<file path="src/rtl/wp_lru_repl.sv">
module wp_lru_repl #(
  parameter int WAYS  = 8,
  parameter int SETS  = 16,
  localparam int WAY_W = $clog2(WAYS),
  localparam int SET_W = $clog2(SETS)
) (
  input  logic             clk,
  input  logic             rst_n,
  input  logic             acc_valid,
  input  logic [SET_W-1:0] acc_set,
  input  logic             acc_thread,
  input  logic             acc_hit,
  input  logic [WAY_W-1:0] acc_way,
  input  logic [2:0]       split,
  output logic             vic_valid,
  output logic [WAY_W-1:0] vic_way,
  output logic             no_alloc
);

  logic [WAY_W-1:0] age_q [SETS][WAYS];
  logic [WAY_W:0]   pcnt;
  logic [WAYS-1:0]  own;
  logic [WAY_W-1:0] best_way, best_age, upd_way, upd_age;
  logic             found, do_upd;

  function automatic logic [WAY_W:0] prim_count(input logic [2:0] code);
    case (code)
      3'd1:    return (WAY_W+1)'(WAYS - 1);
      3'd2:    return (WAY_W+1)'(WAYS - 2);
      3'd3:    return (WAY_W+1)'(WAYS - 3);
      3'd4:    return (WAY_W+1)'(WAYS / 2);
      3'd5:    return (WAY_W+1)'(WAYS / 4);
      default: return (WAY_W+1)'(WAYS);
    endcase
  endfunction

  assign pcnt = prim_count(split);

  always_comb begin
    found    = 1'b0;
    best_way = '0;
    best_age = '0;
    for (int w = 0; w < WAYS; w++) begin
      own[w] = acc_thread ? ((WAY_W+1)'(w) >= pcnt) : ((WAY_W+1)'(w) < pcnt);
      if (own[w] && (!found || age_q[acc_set][w] > best_age)) begin
        found    = 1'b1;
        best_way = WAY_W'(w);
        best_age = age_q[acc_set][w];
      end
    end
  end

  assign do_upd  = acc_valid && (acc_hit || found);
  assign upd_way = acc_hit ? acc_way : best_way;
  assign upd_age = age_q[acc_set][upd_way];

  always_ff @(posedge clk) begin
    if (!rst_n) begin
      for (int s = 0; s < SETS; s++)
        for (int w = 0; w < WAYS; w++)
          age_q[s][w] <= WAY_W'(w);
      vic_valid <= 1'b0;
      vic_way   <= '0;
      no_alloc  <= 1'b0;
    end else begin
      if (do_upd)
        for (int w = 0; w < WAYS; w++)
          if (WAY_W'(w) == upd_way)          age_q[acc_set][w] <= '0;
          else if (age_q[acc_set][w] < upd_age) age_q[acc_set][w] <= age_q[acc_set][w] + 1'b1;
      vic_valid <= acc_valid && !acc_hit && found;
      vic_way   <= best_way;
      no_alloc  <= acc_valid && !acc_hit && !found;
    end
  end

  AST_VICTIM_OWNED: assert property (@(posedge clk) disable iff (!rst_n)
    vic_valid |-> ((WAY_W+1)'(vic_way) < prim_count($past(split))) != $past(acc_thread));
  AST_FLAGS_EXCL: assert property (@(posedge clk) disable iff (!rst_n)
    !(vic_valid && no_alloc));
  AST_RESP_NEEDS_MISS: assert property (@(posedge clk) disable iff (!rst_n)
    (vic_valid || no_alloc) |-> $past(acc_valid && !acc_hit));
  AST_NOALLOC_SECONDARY: assert property (@(posedge clk) disable iff (!rst_n)
    no_alloc |-> ($past(acc_thread) && prim_count($past(split)) == (WAY_W+1)'(WAYS)));
  AST_HIT_BECOMES_MRU: assert property (@(posedge clk) disable iff (!rst_n)
    (acc_valid && acc_hit) |=> age_q[$past(acc_set)][$past(acc_way)] == '0);
  AST_VICTIM_BECOMES_MRU: assert property (@(posedge clk) disable iff (!rst_n)
    vic_valid |-> age_q[$past(acc_set)][vic_way] == '0);

endmodule

</file>
<file path="config.mk">
export PLATFORM = sky130hd
export DESIGN_NAME = wp_lru_repl
export DESIGN_NICKNAME = d
export VERILOG_FILES = /design/src/rtl/wp_lru_repl.sv
export SDC_FILE = /design/constraint.sdc
export NUM_CORES = 1
export LEC_CHECK = 0
export ABC_AREA = 1
export BUFFER_PORTS_ARGS = -buffer_cell sky130_fd_sc_hd__buf_2
export CORE_MARGIN = 2
export CORE_UTILIZATION = 58
export CTS_CLUSTER_SIZE = 14
export DETAILED_ROUTE_END_ITERATION = 6
export GPL_TIMING_DRIVEN = 0
export HOLD_SLACK_MARGIN = 0.1
export PLACE_DENSITY = 0.74
export SLEW_MARGIN = 20
export SYNTH_ARGS = -nofsm -noshare
export SYNTH_HDL_FRONTEND = slang
export SYNTH_SLANG_ARGS = --single-unit
</file>
<file path="constraint.sdc">
create_clock -name clk -period 11.5 [get_ports clk]
set_input_delay 2.3 -clock clk [delete_from_list [all_inputs] [get_ports clk]]
set_output_delay 2.3 -clock clk [all_outputs]
set_load 0.02 [all_outputs]
</file>
==> metrics.sh <==
RESULT_OF_THE_RUN='finished, violations left'
VIOLATIONS='negative setup slack'
POST_SYNTH_INST_COUNT=2064
CTS_BUFFERS=41
DIE-AREA_MM2=0.0365
HOLD_VIOLATIONS=0
SYNTH_LARGEST_TYPE_AREA_FRACTION_PCT=56.8
SETUP.WORST_PATH.START_CLASS='input port'
MAX_FREQ_MHz=85.1
SYNTH_NETS=2108
CTS_HOLD_BUFFERS=0
ROUTED_WL_UM=80200
CTS-ROOT-TO-SINK-BUFFERS=3
DR.PASS1.ITERS=7
DRT-WIRELENGTH-PER-CELL_UM=29.6
RSZ0062_AT_GRT='true'
SETUP.WORST_PATH.END_CLASS='flop'
MET2_LENGTH_UM=34500
PLACE_INST=2537
CHIPWIDTH_UM=191
MET3_WIRELENGTH_UM=13600
WORST_CLOCK_SKEW_NS=0.0146
COMBINATIONALPOWERSHARE_PCT=34.4
POSTSYNTHREGISTERBITS=389
DPL.HPWL_UM=52900
FIRST_PASS_GRT_WIRE_LENGTH_UM=107000
FIRST_GLOBAL_VIAS=16977
HOLD_PATH.CLASS='reg -> reg'
SYNTHESIS.AREA_PER_INSTANCE_UM2=9.84
POWER_REPORT.INTERNAL_TOTAL_mW=2.95
SYNTH_TOP_CELLS_BY_AREA='sky130_fd_sc_hd__edfxtp_1 (57%), sky130_fd_sc_hd__nand2_1 (10%), sky130_fd_sc_hd__a22oi_1 (6.5%)'
YOSYSUNIQUECELLTYPES=37
ARRIVAL_NS=11.99
FINAL_NETS=2265
TIMING.FINAL.CRIT_PERIOD_NS=11.75
FINAL-SETUP-VIOL-COUNT=644
DRV.MAX_CAP_VIOLATION_COUNT=0
CTS_MAX_LEVEL=2
YOSYSSEQAREASHARE_PCT=57.3
TOTAL_CONGESTION_OVERFLOW=0
POST_DRT_VIA_CELL_RATIO=6.85
SYNTH_TOP_AREA_CELL='sky130_fd_sc_hd__edfxtp_1'
CP_COMMON_CELL='sky130_fd_sc_hd__nand2_1'
SLEW_HEADROOM_PCT=1.87
SWITCHING_SHARE_PCT=35.1
INITIAL_CORE_UTIL_PCT=58.8
CLK-INSERTION-DELAY-LATE_NS=0.56
CRITPATHMAXSTAGEDELAY_NS=0.44
CORE_REGION_AREA_MM2=0.0345
FINISH.CELL_COUNT_WITHOUT_FILLERS=2708
CLOCKROOTBUFFER='sky130_fd_sc_hd__clkbuf_16'
PIN_COUNT_OF_THE_BIGGEST_NET_ENTERING_GLOBAL_ROUTING=15
CRITPATHKIND='in -> reg'
PEAK_SUPPLY_DROP_uV=124
TOP_SIGNAL_LAYER_USED='met5'
WORST_PIN_SLEW_NS=1.47
N_ANTENNA_CELL=0
DETAIL_ROUTE.ITER0.VIOLATIONS=3236
POWER.SEQUENTIAL.FRACTION_PCT=35.8
PIN_COUNT=20
LAYOUT-AREA-OVERHEAD-VS-SYNTH_PCT=24.0
CTS_TREE='done'
ROUTE.LAYER.MET1.WL_UM=25800
FINAL_CORE_UTIL_PCT=72.9
PWR-SHARE-CLK_PCT=29.9
CRIT_PATH_TOP_DELAY_CELL='sky130_fd_sc_hd__a21oi_1'
LAYOUT_COMMONEST_CELL='sky130_fd_sc_hd__edfxtp_1'
ANTENNA_VIOLATING_NETS_POST_ROUTE=0
CRITICAL_PATH.MAX_FANOUT=8
TIMING.FINAL.MAX_SLEW_VIOLATIONS=0
DIE_HEIGHT_UM=191
SYN_STD_CELL_AREA_MM2=0.0203
GRT_UTIL_ALL_LAYERS_PCT=41.2
POST_ROUTE_CELLS_DRIVE_ABOVE_1_SHARE_PCT=29.4
POST-ROUTE-DRC-COUNT=0
YS.WARNINGS.COUNT=0
VIA_COUNT=18556
PLACE.GP.CONGESTION=0.991
NET-SWITCHING-POWER_mW=1.60
FINAL.SETUP.WORST_SLACK_NS=-0.245
LKG_PWR_nW=8.86
POWER_PER_CELL_AREA_mW_PER_MM2=181
ANTENNA_VIOLATIONS_BEFORE_REPAIR=3
MOSTFREQUENTLAYOUTCELLS='sky130_fd_sc_hd__edfxtp_1 (384), sky130_fd_sc_hd__nand2_1 (378), sky130_fd_sc_hd__nor2_1 (224)'
DATA_REQUIRED_TIME_OF_THE_CRITICAL_PATH_NS=11.75
ROWS=68
PATH_CLK_SLEW_NS=0.06
RATIO_OF_FINAL_MINIMUM_PERIOD_TO_CLOCK_PERIOD_PCT=102
CLOCK_SINKS=389
PORT-BUFFER-COUNT=18
state kept, by name, summed over array words and instances (netlist names):
signal     flops
age_q        384
no_alloc       1
vic_valid      1
vic_way        3
critical path: cells and delay by family:
family	cells	cell delay [ns]
AOI/OAI and AO/OA	15	2.26
adders and majority gates	7	2.09
buffers and inverters	10	1.08
and+or+nand+nor	41	4.23
routing by layer:
layer,GRT usage [%],vias to the layer above
met5,0,-
met4,23.5,11
met3,13.5,444
met2,62.7,1805
met1,52.0,8722
li1,-,7574
repair_timing:
| action | CTS | global route |
|---|---|---|
| gates cloned | 2 | 15 |
| setup endpoints to repair | 768 | 768 |
| pin swaps | 28 | 82 |
| buffers inserted | 29 | 50 |
| hold endpoints to repair | 0 | 0 |
| resized for setup | 196 | 336 |
path summary, 6_finish.rpt:
| path | startpoint | endpoint | slack [ns] | cells after the start |
|---|---|---|---|---|
| worst max-delay path | acc_set[0] | age_q[7][15] | -0.25 | 73 |
| worst min-delay path | age_q[9][6] | age_q[9][6] | 1.08 | 5 |
| worst max register to register | age_q[8][21] | age_q[7][15] | 1.59 | 68 |
| worst min register to register | age_q[9][6] | age_q[9][6] | 1.08 | 5 |
cell families after synthesis:
logic type	count (synthesis)	synth area share, %
simple gates	1145	26.3
flops	389	57.3
buf+inv	252	5.91
compound gates	240	8.30
fa+ha+maj	29	1.79
xor+xnor	9	0.425
power by group through the flow:
stage               Clock [mW]  Combinational [mW]  Sequential, mW
global route              1.38                1.62            1.63
finish                    1.36                1.56            1.63
global placement             0               0.962            1.65
floorplan                    0               0.685            1.66
CTS                       1.33                1.11            1.63
detailed placement           0               0.985            1.66
layout make-up:
cell class	instances	area [um^2]
plain buffers	163	1450
clock buffers	48	1090
clock inverters	27	230
fillers	2350	9350
inverters	89	367
multi-input cells	1426	8740
flip-flops and latches	389	11600
well taps	455	569
repair buffers	111	1110
cell usage after synthesis:
cell / n
sky130_fd_sc_hd__nor2_1: 233
sky130_fd_sc_hd__dfxtp_1: 5
sky130_fd_sc_hd__nor3_1: 1
sky130_fd_sc_hd__nand3b_1: 3
sky130_fd_sc_hd__inv_1: 56
sky130_fd_sc_hd__xnor2_1: 1
sky130_fd_sc_hd__ha_1: 29
sky130_fd_sc_hd__nand2_4: 3
sky130_fd_sc_hd__buf_1: 4
sky130_fd_sc_hd__buf_8: 4
sky130_fd_sc_hd__nand3_1: 216
sky130_fd_sc_hd__clkbuf_1: 67
sky130_fd_sc_hd__or2_2: 2
sky130_fd_sc_hd__buf_6: 8
sky130_fd_sc_hd__nor2_4: 1
sky130_fd_sc_hd__nand3_2: 91
sky130_fd_sc_hd__o21a_1: 1
sky130_fd_sc_hd__nand3_4: 2
sky130_fd_sc_hd__o21ai_1: 14
sky130_fd_sc_hd__o22ai_1: 16
sky130_fd_sc_hd__or2_1: 2
sky130_fd_sc_hd__o21ai_0: 13
sky130_fd_sc_hd__edfxtp_1: 384
sky130_fd_sc_hd__nand2_2: 25
sky130_fd_sc_hd__a21oi_2: 3
sky130_fd_sc_hd__xor2_1: 7
sky130_fd_sc_hd__nand4_1: 21
sky130_fd_sc_hd__inv_2: 24
sky130_fd_sc_hd__a22oi_1: 177
sky130_fd_sc_hd__o21ai_2: 2
sky130_fd_sc_hd__xor2_2: 1
sky130_fd_sc_hd__nand2_1: 541
sky130_fd_sc_hd__buf_4: 20
sky130_fd_sc_hd__a21oi_1: 14
sky130_fd_sc_hd__nor2_2: 4
sky130_fd_sc_hd__clkinv_1: 9
sky130_fd_sc_hd__buf_2: 60
stage by stage:
stage | power [mW] | setup TNS, ns | hold WS [ns] | setup slack [ns] | instance area [um^2]
after floorplan | 2.34 | 0 | 0.824 | 0.579 | 20300
after global placement | 2.61 | -1280.05 | 0.993 | -1.90 | 21000
after detailed placement | 2.64 | -1432.31 | 1.02 | -2.11 | 21000
after CTS | 4.06 | 0 | 1.03 | 0.0160 | 23200
after global routing | 4.63 | -397.75 | 1.10 | -0.636 | 25200
final | 4.55 | -60.05 | 1.08 | -0.245 | 25200
No activity file was read; power rests on OpenSTA's default activity.
